===== config.mk =====
export PLATFORM = sky130hd
export DESIGN_NAME = bus_strobe_gen
export DESIGN_NICKNAME = d
export VERILOG_FILES = /design/src/rtl/bus_strobe_pkg.sv /design/src/rtl/bstr_cycle_timer.sv /design/src/rtl/bstr_cfg_latch.sv /design/src/rtl/bstr_strobe_decode.sv /design/src/rtl/bus_strobe_gen.sv
export SDC_FILE = /design/constraint.sdc
export NUM_CORES = 1
export LEC_CHECK = 0
export CORE_AREA = 2 2 39 41
export CTS_CLUSTER_DIAMETER = 50
export CTS_CLUSTER_SIZE = 14
export DETAILED_ROUTE_END_ITERATION = 16
export DIE_AREA = 0 0 41 43
export DONT_BUFFER_PORTS = 1
export PLACE_DENSITY = 0.72
export RECOVER_POWER = 50
export SYNTH_ARGS = -nofsm -noshare
export SYNTH_HDL_FRONTEND = slang
export SYNTH_HIERARCHICAL = 1
export SYNTH_SLANG_ARGS = --single-unit
export TNS_END_PERCENT = 5

===== constraint.sdc =====
create_clock -name clk_i -period 2.9 [get_ports clk_i]
set_input_delay 0.435 -clock clk_i [delete_from_list [all_inputs] [get_ports clk_i]]
set_output_delay 0.435 -clock clk_i [all_outputs]
set_load 0.02 [all_outputs]

===== src/rtl/bus_strobe_pkg.sv =====
package bus_strobe_pkg;

   typedef enum logic [1:0] {
      ACC_FETCH  = 2'b00,
      ACC_DATA16 = 2'b01,
      ACC_DATA8  = 2'b10,
      ACC_TABLE  = 2'b11
   } acc_e;

   typedef enum logic [1:0] {
      P0_FLOAT = 2'b00,
      P0_ADDR  = 2'b01,
      P0_DATA  = 2'b10
   } p0_e;

   typedef enum logic [1:0] {
      HI_CODE  = 2'b00,
      HI_PTR   = 2'b01,
      HI_LATCH = 2'b10
   } hi_e;

   typedef struct packed {
      acc_e acc;
      logic ale_gate;
      logic ext_exec;
   } cyc_cfg_t;

   localparam cyc_cfg_t CFG_RESET = '{acc: ACC_FETCH, ale_gate: 1'b0, ext_exec: 1'b0};

endpackage


===== src/rtl/bstr_cycle_timer.sv =====
module bstr_cycle_timer #(
   parameter int unsigned SLOT_CLKS = 6,
   parameter int unsigned SLOTS     = 2,
   parameter int unsigned POS_W     = 3,
   parameter int unsigned SLOT_W    = 1
) (
   input  logic              clk_i,
   input  logic              rst_ni,
   output logic [POS_W-1:0]  pos_q_o,
   output logic [POS_W-1:0]  pos_d_o,
   output logic [SLOT_W-1:0] slot_q_o,
   output logic [SLOT_W-1:0] slot_d_o,
   output logic              start_d_o
);

   localparam logic [POS_W-1:0]  POS_LAST  = POS_W'(SLOT_CLKS - 1);
   localparam logic [SLOT_W-1:0] SLOT_LAST = SLOT_W'(SLOTS - 1);

   logic [POS_W-1:0]  pos_q;
   logic [SLOT_W-1:0] slot_q;
   logic              pos_wrap;

   always_comb begin
      pos_wrap  = (pos_q == POS_LAST);
      pos_d_o   = pos_wrap ? '0 : pos_q + 1'b1;
      if (pos_wrap) begin
         slot_d_o = (slot_q == SLOT_LAST) ? '0 : slot_q + 1'b1;
      end else begin
         slot_d_o = slot_q;
      end
      start_d_o = pos_wrap && (slot_q == SLOT_LAST);
   end

   // Reset parks on the last clock so the first edge after release opens a cycle.
   always_ff @(posedge clk_i or negedge rst_ni) begin
      if (!rst_ni) begin
         pos_q  <= POS_LAST;
         slot_q <= SLOT_LAST;
      end else begin
         pos_q  <= pos_d_o;
         slot_q <= slot_d_o;
      end
   end

   assign pos_q_o  = pos_q;
   assign slot_q_o = slot_q;

   AST_POS_IN_RANGE: assert property (@(posedge clk_i) disable iff (!rst_ni) pos_q <= POS_LAST);
   AST_SLOT_IN_RANGE: assert property (@(posedge clk_i) disable iff (!rst_ni) slot_q <= SLOT_LAST);
   AST_CYCLE_ORIGIN: assert property (@(posedge clk_i) disable iff (!rst_ni) start_d_o |=> (pos_q == '0 && slot_q == '0));

endmodule


===== src/rtl/bstr_cfg_latch.sv =====
module bstr_cfg_latch
   import bus_strobe_pkg::*;
(
   input  logic     clk_i,
   input  logic     rst_ni,
   input  logic     start_d_i,
   input  cyc_cfg_t cfg_i,
   output cyc_cfg_t cfg_d_o,
   output cyc_cfg_t cfg_q_o
);

   cyc_cfg_t cfg_q;

   assign cfg_d_o = start_d_i ? cfg_i : cfg_q;

   always_ff @(posedge clk_i or negedge rst_ni) begin
      if (!rst_ni) begin
         cfg_q <= CFG_RESET;
      end else begin
         cfg_q <= cfg_d_o;
      end
   end

   assign cfg_q_o = cfg_q;

   AST_CFG_HELD_MIDCYCLE: assert property (@(posedge clk_i) disable iff (!rst_ni) !start_d_i |=> $stable(cfg_q));

endmodule


===== src/rtl/bstr_strobe_decode.sv =====
module bstr_strobe_decode
   import bus_strobe_pkg::*;
#(
   parameter int unsigned SLOTS    = 2,
   parameter int unsigned POS_W    = 3,
   parameter int unsigned SLOT_W   = 1,
   parameter int unsigned ALE_W    = 2,
   parameter int unsigned PSEN_OFS = 3,
   parameter int unsigned PSEN_W   = 2
) (
   input  logic [POS_W-1:0]  pos_i,
   input  logic [SLOT_W-1:0] slot_i,
   input  cyc_cfg_t          cfg_i,
   output logic              ale_o,
   output logic              psen_n_o,
   output p0_e               p0_sel_o,
   output hi_e               hi_sel_o
);

   logic             is_fetch;
   logic             is_data;
   logic             is_table;
   logic             fetch_ale;
   logic             psen_cyc;
   logic [SLOTS-1:0] ale_en;
   logic [SLOTS-1:0] data_full;
   logic [SLOTS-1:0] data_tail;

   assign is_fetch  = (cfg_i.acc == ACC_FETCH);
   assign is_table  = (cfg_i.acc == ACC_TABLE);
   assign is_data   = (cfg_i.acc == ACC_DATA16) || (cfg_i.acc == ACC_DATA8);
   assign fetch_ale = !cfg_i.ale_gate || cfg_i.ext_exec;
   assign psen_cyc  = is_table || (is_fetch && cfg_i.ext_exec);

   for (genvar s = 0; s < SLOTS; s++) begin : g_slot
      if (s == 0) begin : g_first
         assign ale_en[s]    = is_fetch ? fetch_ale : 1'b1;
         assign data_full[s] = 1'b0;
      end else begin : g_later
         assign ale_en[s]    = is_fetch ? fetch_ale : !is_data;
         assign data_full[s] = is_data;
      end
      assign data_tail[s] = psen_cyc || is_data;
   end

   logic [31:0] pos_w;
   logic        in_ale;
   logic        in_psen;

   always_comb begin
      pos_w   = 32'(pos_i);
      in_ale  = pos_w < ALE_W;
      in_psen = (pos_w >= PSEN_OFS) && (pos_w < PSEN_OFS + PSEN_W);

      ale_o    = ale_en[slot_i] && in_ale;
      psen_n_o = !(psen_cyc && in_psen);

      if (ale_o) begin
         p0_sel_o = P0_ADDR;
      end else if (data_full[slot_i] || (data_tail[slot_i] && !in_ale)) begin
         p0_sel_o = P0_DATA;
      end else begin
         p0_sel_o = P0_FLOAT;
      end

      unique case (cfg_i.acc)
         ACC_DATA16: hi_sel_o = HI_PTR;
         ACC_DATA8:  hi_sel_o = HI_LATCH;
         default:    hi_sel_o = HI_CODE;
      endcase
   end

endmodule


===== src/rtl/bus_strobe_gen.sv =====
module bus_strobe_gen
   import bus_strobe_pkg::*;
#(
   parameter int unsigned STATE_CLKS      = 2,
   parameter int unsigned STATES_PER_SLOT = 3,
   parameter int unsigned SLOTS           = 2,
   parameter int unsigned ALE_W           = 2,
   parameter int unsigned PSEN_OFS        = 3,
   parameter int unsigned PSEN_W          = 2
) (
   input  logic       clk_i,
   input  logic       rst_ni,
   input  logic [1:0] acc_i,
   input  logic       ale_gate_i,
   input  logic       ext_exec_i,
   output logic       ale_o,
   output logic       psen_n_o,
   output logic [1:0] hi_sel_o,
   output logic [1:0] p0_sel_o
);

   localparam int unsigned SLOT_CLKS = STATE_CLKS * STATES_PER_SLOT;
   localparam int unsigned POS_W     = (SLOT_CLKS > 1) ? $clog2(SLOT_CLKS) : 1;
   localparam int unsigned SLOT_W    = (SLOTS > 1) ? $clog2(SLOTS) : 1;

   if (SLOTS < 2) begin : g_bad_slots
      $error("bus_strobe_gen: at least two slots per machine cycle are needed");
   end
   if (ALE_W < 1 || PSEN_W < 1) begin : g_bad_width
      $error("bus_strobe_gen: strobe widths must be at least one clock");
   end
   if (PSEN_OFS < ALE_W) begin : g_bad_overlap
      $error("bus_strobe_gen: read strobe would overlap the latch strobe");
   end
   if (PSEN_OFS + PSEN_W > SLOT_CLKS) begin : g_bad_fit
      $error("bus_strobe_gen: read strobe does not fit inside one slot");
   end

   logic [POS_W-1:0]  pos_q, pos_d;
   logic [SLOT_W-1:0] slot_q, slot_d;
   logic              start_d;
   cyc_cfg_t          cfg_in, cfg_d, cfg_q;

   assign cfg_in = '{acc: acc_e'(acc_i), ale_gate: ale_gate_i, ext_exec: ext_exec_i};

   bstr_cycle_timer #(
      .SLOT_CLKS (SLOT_CLKS),
      .SLOTS     (SLOTS),
      .POS_W     (POS_W),
      .SLOT_W    (SLOT_W)
   ) u_timer (
      .clk_i     (clk_i),
      .rst_ni    (rst_ni),
      .pos_q_o   (pos_q),
      .pos_d_o   (pos_d),
      .slot_q_o  (slot_q),
      .slot_d_o  (slot_d),
      .start_d_o (start_d)
   );

   bstr_cfg_latch u_cfg (
      .clk_i     (clk_i),
      .rst_ni    (rst_ni),
      .start_d_i (start_d),
      .cfg_i     (cfg_in),
      .cfg_d_o   (cfg_d),
      .cfg_q_o   (cfg_q)
   );

   logic ale_nx, psen_n_nx;
   p0_e  p0_nx;
   hi_e  hi_nx;

   // Decode the state the timer moves into, so the strobes leave a flop.
   bstr_strobe_decode #(
      .SLOTS    (SLOTS),
      .POS_W    (POS_W),
      .SLOT_W   (SLOT_W),
      .ALE_W    (ALE_W),
      .PSEN_OFS (PSEN_OFS),
      .PSEN_W   (PSEN_W)
   ) u_decode (
      .pos_i    (pos_d),
      .slot_i   (slot_d),
      .cfg_i    (cfg_d),
      .ale_o    (ale_nx),
      .psen_n_o (psen_n_nx),
      .p0_sel_o (p0_nx),
      .hi_sel_o (hi_nx)
   );

   always_ff @(posedge clk_i or negedge rst_ni) begin
      if (!rst_ni) begin
         ale_o    <= 1'b0;
         psen_n_o <= 1'b1;
         p0_sel_o <= P0_FLOAT;
         hi_sel_o <= HI_CODE;
      end else begin
         ale_o    <= ale_nx;
         psen_n_o <= psen_n_nx;
         p0_sel_o <= p0_nx;
         hi_sel_o <= hi_nx;
      end
   end

   logic data_q;
   assign data_q = (cfg_q.acc == ACC_DATA16) || (cfg_q.acc == ACC_DATA8);

   AST_NO_STROBE_OVERLAP: assert property (@(posedge clk_i) disable iff (!rst_ni) !(ale_o && !psen_n_o));
   AST_ADDR_WHILE_ALE: assert property (@(posedge clk_i) disable iff (!rst_ni) ale_o |-> (p0_sel_o == P0_ADDR));
   AST_HI_HELD: assert property (@(posedge clk_i) disable iff (!rst_ni) !start_d |=> $stable(hi_sel_o));
   AST_DATA_NO_PSEN: assert property (@(posedge clk_i) disable iff (!rst_ni) data_q |-> psen_n_o);
   AST_DATA_SKIP_ALE: assert property (@(posedge clk_i) disable iff (!rst_ni) (data_q && slot_q != '0) |-> !ale_o);
   AST_FETCH_ALE_GATED: assert property (@(posedge clk_i) disable iff (!rst_ni)
      (cfg_q.acc == ACC_FETCH && cfg_q.ale_gate && !cfg_q.ext_exec) |-> !ale_o);
   AST_TABLE_NO_FLOAT_DATA: assert property (@(posedge clk_i) disable iff (!rst_ni)
      (cfg_q.acc == ACC_TABLE && !psen_n_o) |-> (p0_sel_o == P0_DATA));

endmodule


[Word-level counts from Yosys, hierarchy flattened]
Cells that the tools add are included.
Cells by class
  equal/unequal tests: 4
  $lt $le $gt $ge: 4
  add/subtract/negate cells: 2
  muxes and demuxes: 14
  reductions and logical operators: 16
Operators by type and width (count)
  $mux 1: 9
  $logic_and 1x1->1: 6
  $logic_or 1x1->1: 5
  $eq 2x2->1 const B: 2
  $logic_not 1->1: 4
  $mux 2: 2
  $mux 4: 1
  $pmux 2 s2: 1
  $add 3x1->3 const B: 1
  $eq 3x3->1 const B: 1
  $ge 3x2->1 const B: 1
  $lt 3x2->1 const B: 1
  $lt 3x3->1 const B: 1
  $mux 3: 1
  $eq 2x1->1 const B: 1
  $logic_not 2->1: 1
  $lt 1x2->1 const B: 1
  $add 1x1->1 const B: 1
Word-level totals
  output and inout port bits: 6
  word-level logic and storage cells: 49
  register bits after elaboration: 14
  input bits: 6

[Longest topological paths before layout]
Gate-level depths: netlist (run 1).
  depth after elaboration: 12
  depth in mapped cells: 10
  gate-level depth less buffers: 9

[Cells and area by module]
Netlist (run 1), hierarchy kept.
Modules (own cells, without submodules)
  bstr_cycle_timer: area each 166.4 sq um, sequential area each 103.8 sq um, times used 1, cells each 12
  bus_strobe_gen: area each 151.4 sq um, sequential area each 151.4 sq um, times used 1, cells each 6
  bstr_strobe_decode: area each 150.1 sq um, sequential area each 0.0 sq um, times used 1, cells each 19
  bstr_cfg_latch: area each 145.1 sq um, sequential area each 100.1 sq um, times used 1, cells each 8

[Worst setup path after synthesis (run 1)]
OpenSTA, ideal clock, no wires.
  kind: register -> register
  start: reg u_timer.pos_q[0], in the netlist u_timer/pos_q_o[0]
  end: reg p0_sel_o[0]
  buffers on the path: 1
  arrival time: 2043 ps
  data required time: 2839 ps
  slack: 795 ps
  setup time: 61 ps
  clock period less this slack: 2105 ps
  stages on the path, launching flop included: 11
  path through: dfstp_2 > inv_1 > nor3_2 > ha_1 > mux2_2 > inv_1 > ha_1 > a21oi_1 > a21oi_1 > nor2_1 > buf_4
On the way
  elaborated cells on any way between the ends: 20
  those cells by class: 1 x add/sub; 1 x order compare; 3 x eq/ne; 8 x mux; 7 x reduce/logical
RTL lines
  from (decl): RTL line bstr_cycle_timer.sv:19  | logic [POS_W-1:0] pos_q;
  from (signal assigned): RTL line bstr_cycle_timer.sv:40  | pos_q <= pos_d_o;
  $add 3x1->3 / $eq 3x3->1 (equally long branches): RTL line bstr_cycle_timer.sv:25, bstr_cycle_timer.sv:24
  $mux 3 (*): RTL line bstr_cycle_timer.sv:25  | pos_d_o = pos_wrap ? '0 : pos_q + 1'b1;
  named net pos_d[0]: RTL line bus_strobe_gen.sv:39  | logic [POS_W-1:0] pos_q, pos_d;
  $lt 3x2->1 (*): RTL line bstr_strobe_decode.sv:52  | in_ale = pos_w < ALE_W;
  $logic_and 1x1->1 (*): RTL line bstr_strobe_decode.sv:55  | ale_o = ale_en[slot_i] && in_ale;
  named net ale_nx: RTL line bus_strobe_gen.sv:70  | logic ale_nx, psen_n_nx;
  $mux 2 (*): RTL line bstr_strobe_decode.sv:58  | if (ale_o) begin
  named net p0_nx[0]: RTL line bus_strobe_gen.sv:71  | p0_e p0_nx;
  to (signal assigned): RTL line bus_strobe_gen.sv:101  | p0_sel_o <= p0_nx;
  to (decl): RTL line bus_strobe_gen.sv:19  | output logic [1:0] p0_sel_o
Mark *: on every way through the listed nets, which the timed path passes. The rest lies on a longest branch. The select of a mux whose other input is x is not followed.

[Worst setup path in the final report (run 1)]
  start: reg u_timer.pos_q[0], in the netlist u_timer/pos_q_o[0]
  end: reg p0_sel_o[1]
On the way
  elaborated cells on any way between the ends: 31
  those cells by class: 1 x add/sub; 1 x order compare; 4 x eq/ne; 12 x mux; 13 x reduce/logical
RTL lines
  $add 3x1->3 / $eq 3x3->1 (equally long branches): RTL line bstr_cycle_timer.sv:25, bstr_cycle_timer.sv:24
  $mux 3 (*): RTL line bstr_cycle_timer.sv:25
  named net pos_d[0]: RTL line bus_strobe_gen.sv:39
  $lt 3x2->1 (*): RTL line bstr_strobe_decode.sv:52
  $logic_not 1->1: RTL line bstr_strobe_decode.sv:60  | end else if (data_full[slot_i] || (data_tail[slot_i] && !in_ale)) begin
  $logic_and 1x1->1: RTL line bstr_strobe_decode.sv:60
  $logic_or 1x1->1: RTL line bstr_strobe_decode.sv:60
  $mux 2: RTL line bstr_strobe_decode.sv:60
  $mux 2 (*): RTL line bstr_strobe_decode.sv:58
  named net p0_nx[1]: RTL line bus_strobe_gen.sv:71
Marked as above.

==> impl_results.md, run 1 <==
- Row cnt: 14
- Worst Path Class, Setup: flop to flop
- Hold_ws: 342 ps
- Relative slew slack: 62.5%
- Main area contributors after synthesis: dfrtp_1, dfstp_2, ha_1
- Total power: 0.358 mW
- Critical path origin: u_timer/pos_q_o[0]
- GRT busiest layer: met2
- DP Worst Slack: 648 ps
- Initial DRC count: 3
- # nets final: 62
- Wire per inst: 13.3 µm
- Max cap viols: 0
- Setup tns final: 0 ps
- DRT antenna net count: 0
- R2r startpoint: u_timer/pos_q_o[0]
- Synth Area in XOR/XNOR: 0%
- Post-CTS sizing: 0
- # DRC: 0
- Global Route met3 Usage: 4.71%
- Tmin final: 2280 ps
- Congestion Overflow GR: 0
- Placer Congestion: 0.695
- Critical Path Start Type: flop
- Worst Max-Slew Pin Slew: 560 ps
- Final Util: 49.3%
- Mean area per synthesized cell: 13.6 µm²
- Synthesized cell area: 613 µm²
- Initial antenna violation count: 0
- Crit path DAT: 2490 ps
- Mux share of post-synthesis cell area: 7.35%
- CP max FO: 5
- Die Ht: 43 µm
- Peak supply drop: 0.204 mV
- H-tree depth: 1
- Largest family of logic cells by synthesized area: simple AND/OR/NAND/NOR gates
- RSZ-0062 raised after global routing: no
- Slowest cell on the critical path: dfstp_1
- Net Sw Power: 0.0718 mW
- Setup Buffers After CTS: 0
- Status: complete, no violations
- Share of power burned in registers: 57.7%
- First-pass GRT wire length: 1.39 mm
- Top-area cell type share of the netlist area: 40.8%
- Comb pwr share: 5.7%
- Fmax: 439 MHz
- LEAKAGE: 0.322 nW
- Number of global-route vias before repair: 316
- Vias: 334
- Sw Share: 20.0%
- Vias/cell: 5.06
- Syn Nets: 56
- Drt pass-1 iters: 4
- Crit path largest cell delay: 560 ps
- Clock power share: 36.6%
- Sink Count: 14
- Fin. max-slew vios: 0
- CTS clock-pin slew for the worst setup and hold paths: 80 ps
- Buffers on Ports: 0
- Area fraction in compound gates after synthesis: 10.0%
- Met2 Use GR: 20.3%
- Total power per unit cell area: 525 nW/µm²
- Final setup margin: 624 ps
- Die ar.: 1760 µm²
- Core area: 1380 µm²
- Fin crit share: 78.5%
- CP Cell Sequence: inv_1 -> nor3_2 -> ha_1 -> mux2_2 -> inv_1 -> ha_1 -> a21o_1 -> a21oi_2 -> o21ba_1
- Hpwl dp: 700 µm
- Synthesized-area fraction occupied by adder cells: 10.2%
- Die W: 41 µm
- Area leader, netlist: dfrtp_1
- Final hold violations: 0
- CTS Buf Count: 3
- Layout cells sized above 1: 30.0%
- Area growth, synth to finish: 11.2%
- CTS tree: done
- Initial core utilization: 44.3%
- Final Skew: 6.01 ps
- Clk buf depth: 2
- Hold_sp: ale_gate_i
- Clock Latency Late Sink: 260 ps
- CP required: 3110 ps
- Critical Path End Type: flop
- GR Util met1: 13.3%
- Synth warn: 6
- Diode count: 0
- Number of synthesized register bits: 14
- Cts hold-fix bufs: 1
- Worst hold path class: input pin to flop
- Overall Global Routing Usage: 12.8%
- Synth cell types: 21
- Gate Count Post-Synth: 45
- Post-synthesis sequential area ratio: 58.0%
- Post-synthesis simple-gate area fraction: 10.8%
- Final Instance Area: 682 µm²
- Pint: 0.286 mW
- Routed WL: 876 µm
- Non-Filler Instances: 66
- Num ports: 12
- Largest net degree at the start of global routing: 14
- Final setup vio count: 0
- Root Driver: clkbuf_4
- Inst Count DP: 60
- Post-DP Area: 626 µm²
placed cells by master (no fill, tap or decap), types with 2 or more instances in the layout:
master	count
mux2_2	4
ha_1	5
dfrtp_1	10
dlygate4sd3_1	2
dfstp_2	2
dfstp_1	2
clkbuf_4	3
a21oi_1	2
inv_1	4
a21o_1	2
synthesized netlist by cell type:
cell       n
dfrtp_1   10
ha_1       5
dfstp_2    4
inv_1      4
mux2_2     4
a21o_1     2
a21oi_1    2
a21boi_0   1
a21oi_2    1
and3b_2    1
buf_4      1
nand2b_1   1
nand3b_1   1
nor2_1     1
nor3_2     1
nor3b_1    1
nor3b_2    1
o21ai_0    1
o21ai_1    1
o21ba_1    1
or2_4      1
sequential cells by signal (all words and copies together) (netlist names):
name              cells
u_timer/pos_q_o       3
psen_n_o              1
hi_sel_o              2
u_timer/slot_q_o      1
p0_sel_o              2
u_cfg/cfg_q_o         4
ale_o                 1
kinds of logic after synthesis:
| group | Yosys count |
|---|---|
| adders and majority gates | 5 |
| DFF | 14 |
| AOI/OAI and AO/OA | 9 |
| muxes | 4 |
| buffers and inverters | 5 |
| and+or+nand+nor | 8 |
final cells by class:
class	count	area [µm²]
Clock buffer	4	36.3
Fill cell	116	702
Inverter	4	15.0
Multi-Input combinational cell	26	235
Sequential cell	14	355
Tap cell	16	20.0
Timing Repair Buffer	2	20.0
power by group through the flow:
stage | sequential [mW] | clock (mW) | combinational (mW)
2_1_floorplan | 0.210 | 0 | 0.0128
3_3_place_gp | 0.210 | 0 | 0.0145
3_5_place_dp | 0.211 | 0 | 0.0153
4_1_cts | 0.207 | 0.135 | 0.0198
5_1_grt | 0.207 | 0.147 | 0.0234
6_report | 0.206 | 0.131 | 0.0205
path summary, 6_finish.rpt:
check / to / slack, ps / depth (start not counted)
worst min register to register: u_cfg/cfg_q_o[1] / 510 / 1
worst min-delay path: u_cfg/cfg_q_o[1] / 340 / 1
worst max register to register: p0_sel_o[1] / 620 / 9
min in group asynchronous: u_timer/slot_q_o / 550 / 1
max in group asynchronous: u_cfg/cfg_q_o[0] / 1930 / 1
worst max-delay path: p0_sel_o[1] / 620 / 9
worst max-delay path, delay by kind of cell, from the launching register on:
kind / cells / cell delay (ps)
compound gates: 3 / 410
fa+ha+maj: 2 / 460
buf+inv: 2 / 200
flops: 1 / 560
mux: 1 / 400
simple gates: 1 / 180
layer usage:
metal	part of all wire, %	vias up
li1	-	164
met1	40	155
met2	53	13
met3	5.0	2
met4	2.2	0
met5	0	-
(Power assumes the default switching activity.)
==> run 2: changes to the inputs <==
ABC_AREA = 1   (was not set)
clock period = 2.2 ns   (was 2.9 ns; I/O delays follow)
==> run 2 against run 1 <==
Wire length fell by 3.7%. Sequential cell count did not move. Critical endpoint unchanged. Cell count rose by 29%.
==> impl_results.md, run 2 <==
- Multi-input logic area: 216 µm²
- Fmax: 510 MHz
- Max cap viols: 0
- Fin. max-slew vios: 0
- Initial core utilization: 44.6%
- Post-synthesis sequential area ratio: 57.6%
- Total power per unit cell area: 694 nW/µm²
- Diode count: 0
- Number of synthesized flops with an enable pin: 0
- # nets final: 81
- Initial DRC count: 12
- Row cnt: 14
- Tmin final: 1960 ps
- Number of synthesized register bits: 14
- Layout cells sized above 1: 17.4%
- Met2 Use GR: 15.9%
- Peak supply drop: 0.352 mV
- Post-synth top flop: dfrtp_1
- Relative slew slack: 61.6%
- # DRC: 0
- Slowest cell on the critical path: dfstp_2
- Final hold violations: 0
- DP Worst Slack: 225 ps
- Sink Count: 14
- Critical Path Start Type: flop
- Largest net degree at the start of global routing: 15
- Number of global-route vias before repair: 314
- RSZ-0062 raised after global routing: no
- Die Ht: 43 µm
- Drt pass-1 iters: 4
- LEAKAGE: 0.367 nW
- Critical Path End Type: flop
- First-pass GRT wire length: 1.38 mm
- CP Cell Sequence: nand2_1 -> nor2_1 -> ha_1 -> nand2_1 -> nand2_1 -> inv_1 -> ha_1 -> nand2_1 -> nand3_1 -> nand2_2 -> nor2_2
- Synth cell types: 14
- Syn Nets: 76
- Routed WL: 844 µm
- Largest delay share family, worst path: simple AND/OR/NAND/NOR gates
- CP required: 2370 ps
- Final setup margin: 240 ps
- CTS tree: done
- CP max FO: 5
- Ys async rst share: 100%
- DRT antenna net count: 0
- CTS Buf Count: 3
- Congestion Overflow GR: 0
- Comb pwr share: 5.0%
- Buffers on Ports: 0
- Fin crit share: 89.1%
- Count leader, synth: nand2_1
- Fill cells: 121
- Number of flip-flops in the largest register: 4
- GRT busiest layer: met1
- Crit path largest cell delay: 560 ps
- CTS clock-pin slew for the worst setup and hold paths: 80 ps
- Clk buf depth: 2
- Final Skew: 4.77 ps
- Hpwl dp: 684 µm
- Mean area per synthesized cell: 9.49 µm²
- Most common cell after layout, fill and taps aside: nand2_1
- Crit path DAT: 2130 ps
- Final Util: 48.8%
- Gate Count Post-Synth: 65
- H-tree depth: 1
- Die ar.: 1760 µm²
- Worst hold path class: input pin to flop
- Reg area: 355 µm²
- Worst Max-Slew Pin Slew: 574 ps
- Vias/cell: 4.47
- Root Driver: clkbuf_4
- Global Route met3 Usage: 4.71%
- Status: complete, no violations
- Inst Count DP: 80
- Core area: 1380 µm²
- Placer Congestion: 0.707
- Hold_ws: 219 ps
- Main area contributors after synthesis: dfrtp_1, dfstp_2, nand2_1
- Share of power burned in registers: 58.0%
- Post-synth top cells: nand2_1, dfrtp_1, inv_1
- Pint: 0.374 mW
- Commonest non-fill, non-tap cells in the layout: nand2_1, dfrtp_1, inv_1
- Synthesized cell area: 617 µm²
- Top-area cell type share of the netlist area: 40.6%
- Num ports: 12
- Post-CTS sizing: 0
- Wire per inst: 9.93 µm
- Cell mode on critical path: nand2_1
- Clock Latency Late Sink: 270 ps
- Non-Filler Instances: 85
- Setup tns final: 0 ps
- Clock power share: 37.0%
- Area growth, synth to finish: 9.53%
- Vias: 380
- Die W: 41 µm
- Sw Share: 20.4%
- Area leader, netlist: dfrtp_1
- Buf+Inv Stages, Crit Path: 1
- Initial antenna violation count: 0
- Final setup vio count: 0
- GR Util met1: 16.0%
- Worst Path Class, Setup: flop to flop
- Synth warn: 6
- Net Sw Power: 0.0956 mW
- Overall Global Routing Usage: 12.4%
[run 2: changes by cell type after synthesis, sizes merged, moves of 2 or more]
cell / previous run / this run
nor2: 1 / 3
a21o: 2 / 0
a21oi: 3 / 0
nand3: 0 / 2
nand2: 0 / 26
nor3b: 2 / 0
mux2: 4 / 0
inv: 4 / 10
[run 2: kinds of logic after synthesis]
kind of cell / share of synthesized area [%]
adder cells (fa/ha/maj): 10.1
AND/OR/NAND/NOR: 22.9
AO/OA/AOI/OAI: 2.03
buffers and inverters: 7.30
flip-flops: 57.6
[run 2: cell type report]
class,count,share of cell area [%]
inverter,10,5.56
clock buffer,4,5.37
tap,16,2.96
timing repair buffer,1,1.48
sequential,14,52.6
multi-input combinational,40,32.0
[run 2: worst paths after layout]
| kind | end | slack (ps) | start | depth (start not counted) |
|---|---|---|---|---|
| worst max-delay path | p0_sel_o[1] | 240 | u_timer/pos_q_o[0] | 11 |
| worst min-delay path | u_cfg/cfg_q_o[1] | 220 | ale_gate_i | 2 |
| worst max register to register | p0_sel_o[1] | 240 | u_timer/pos_q_o[0] | 11 |
| worst min register to register | u_cfg/cfg_q_o[0] | 500 | u_cfg/cfg_q_o[0] | 2 |
| max in group asynchronous | u_timer/slot_q_o | 1330 | rst_ni | 1 |
| min in group asynchronous | u_cfg/cfg_q_o[1] | 490 | rst_ni | 1 |
[run 2: worst register-to-register path: cells and delay by family, from the launching register on]
kind	cells	cell delay (ps)
and+or+nand+nor	8	670
buffers and inverters	1	80
DFF	1	560
adders and majority gates	2	550
[run 2: power groups by stage]
stage / Clock (mW) / Sequential, mW / Combinational [mW]
5_1_grt: 0.196 / 0.273 / 0.0285
2_1_floorplan: 0 / 0.277 / 0.0148
3_3_place_gp: 0 / 0.277 / 0.0175
3_5_place_dp: 0 / 0.277 / 0.0180
6_report: 0.174 / 0.272 / 0.0234
4_1_cts: 0.179 / 0.272 / 0.0242
[run 2: stage by stage]
step	power, mW	area (µm²)
after floorplan	0.292	617
after CTS	0.476	676
after detailed placement	0.295	629
after global placement	0.295	629
final	0.469	676
after global routing	0.497	676
[run 2: what timing repair did]
action                    CTS  global route
hold endpoints to repair   14             0
setup buffers               0             0
hold buffers                1             0
[run 2: metal layers]
metal,part of all wire (%),vias up
met1,46,166
met5,0,-
met3,3.6,2
li1,-,204
met4,1.7,0
met2,48,8
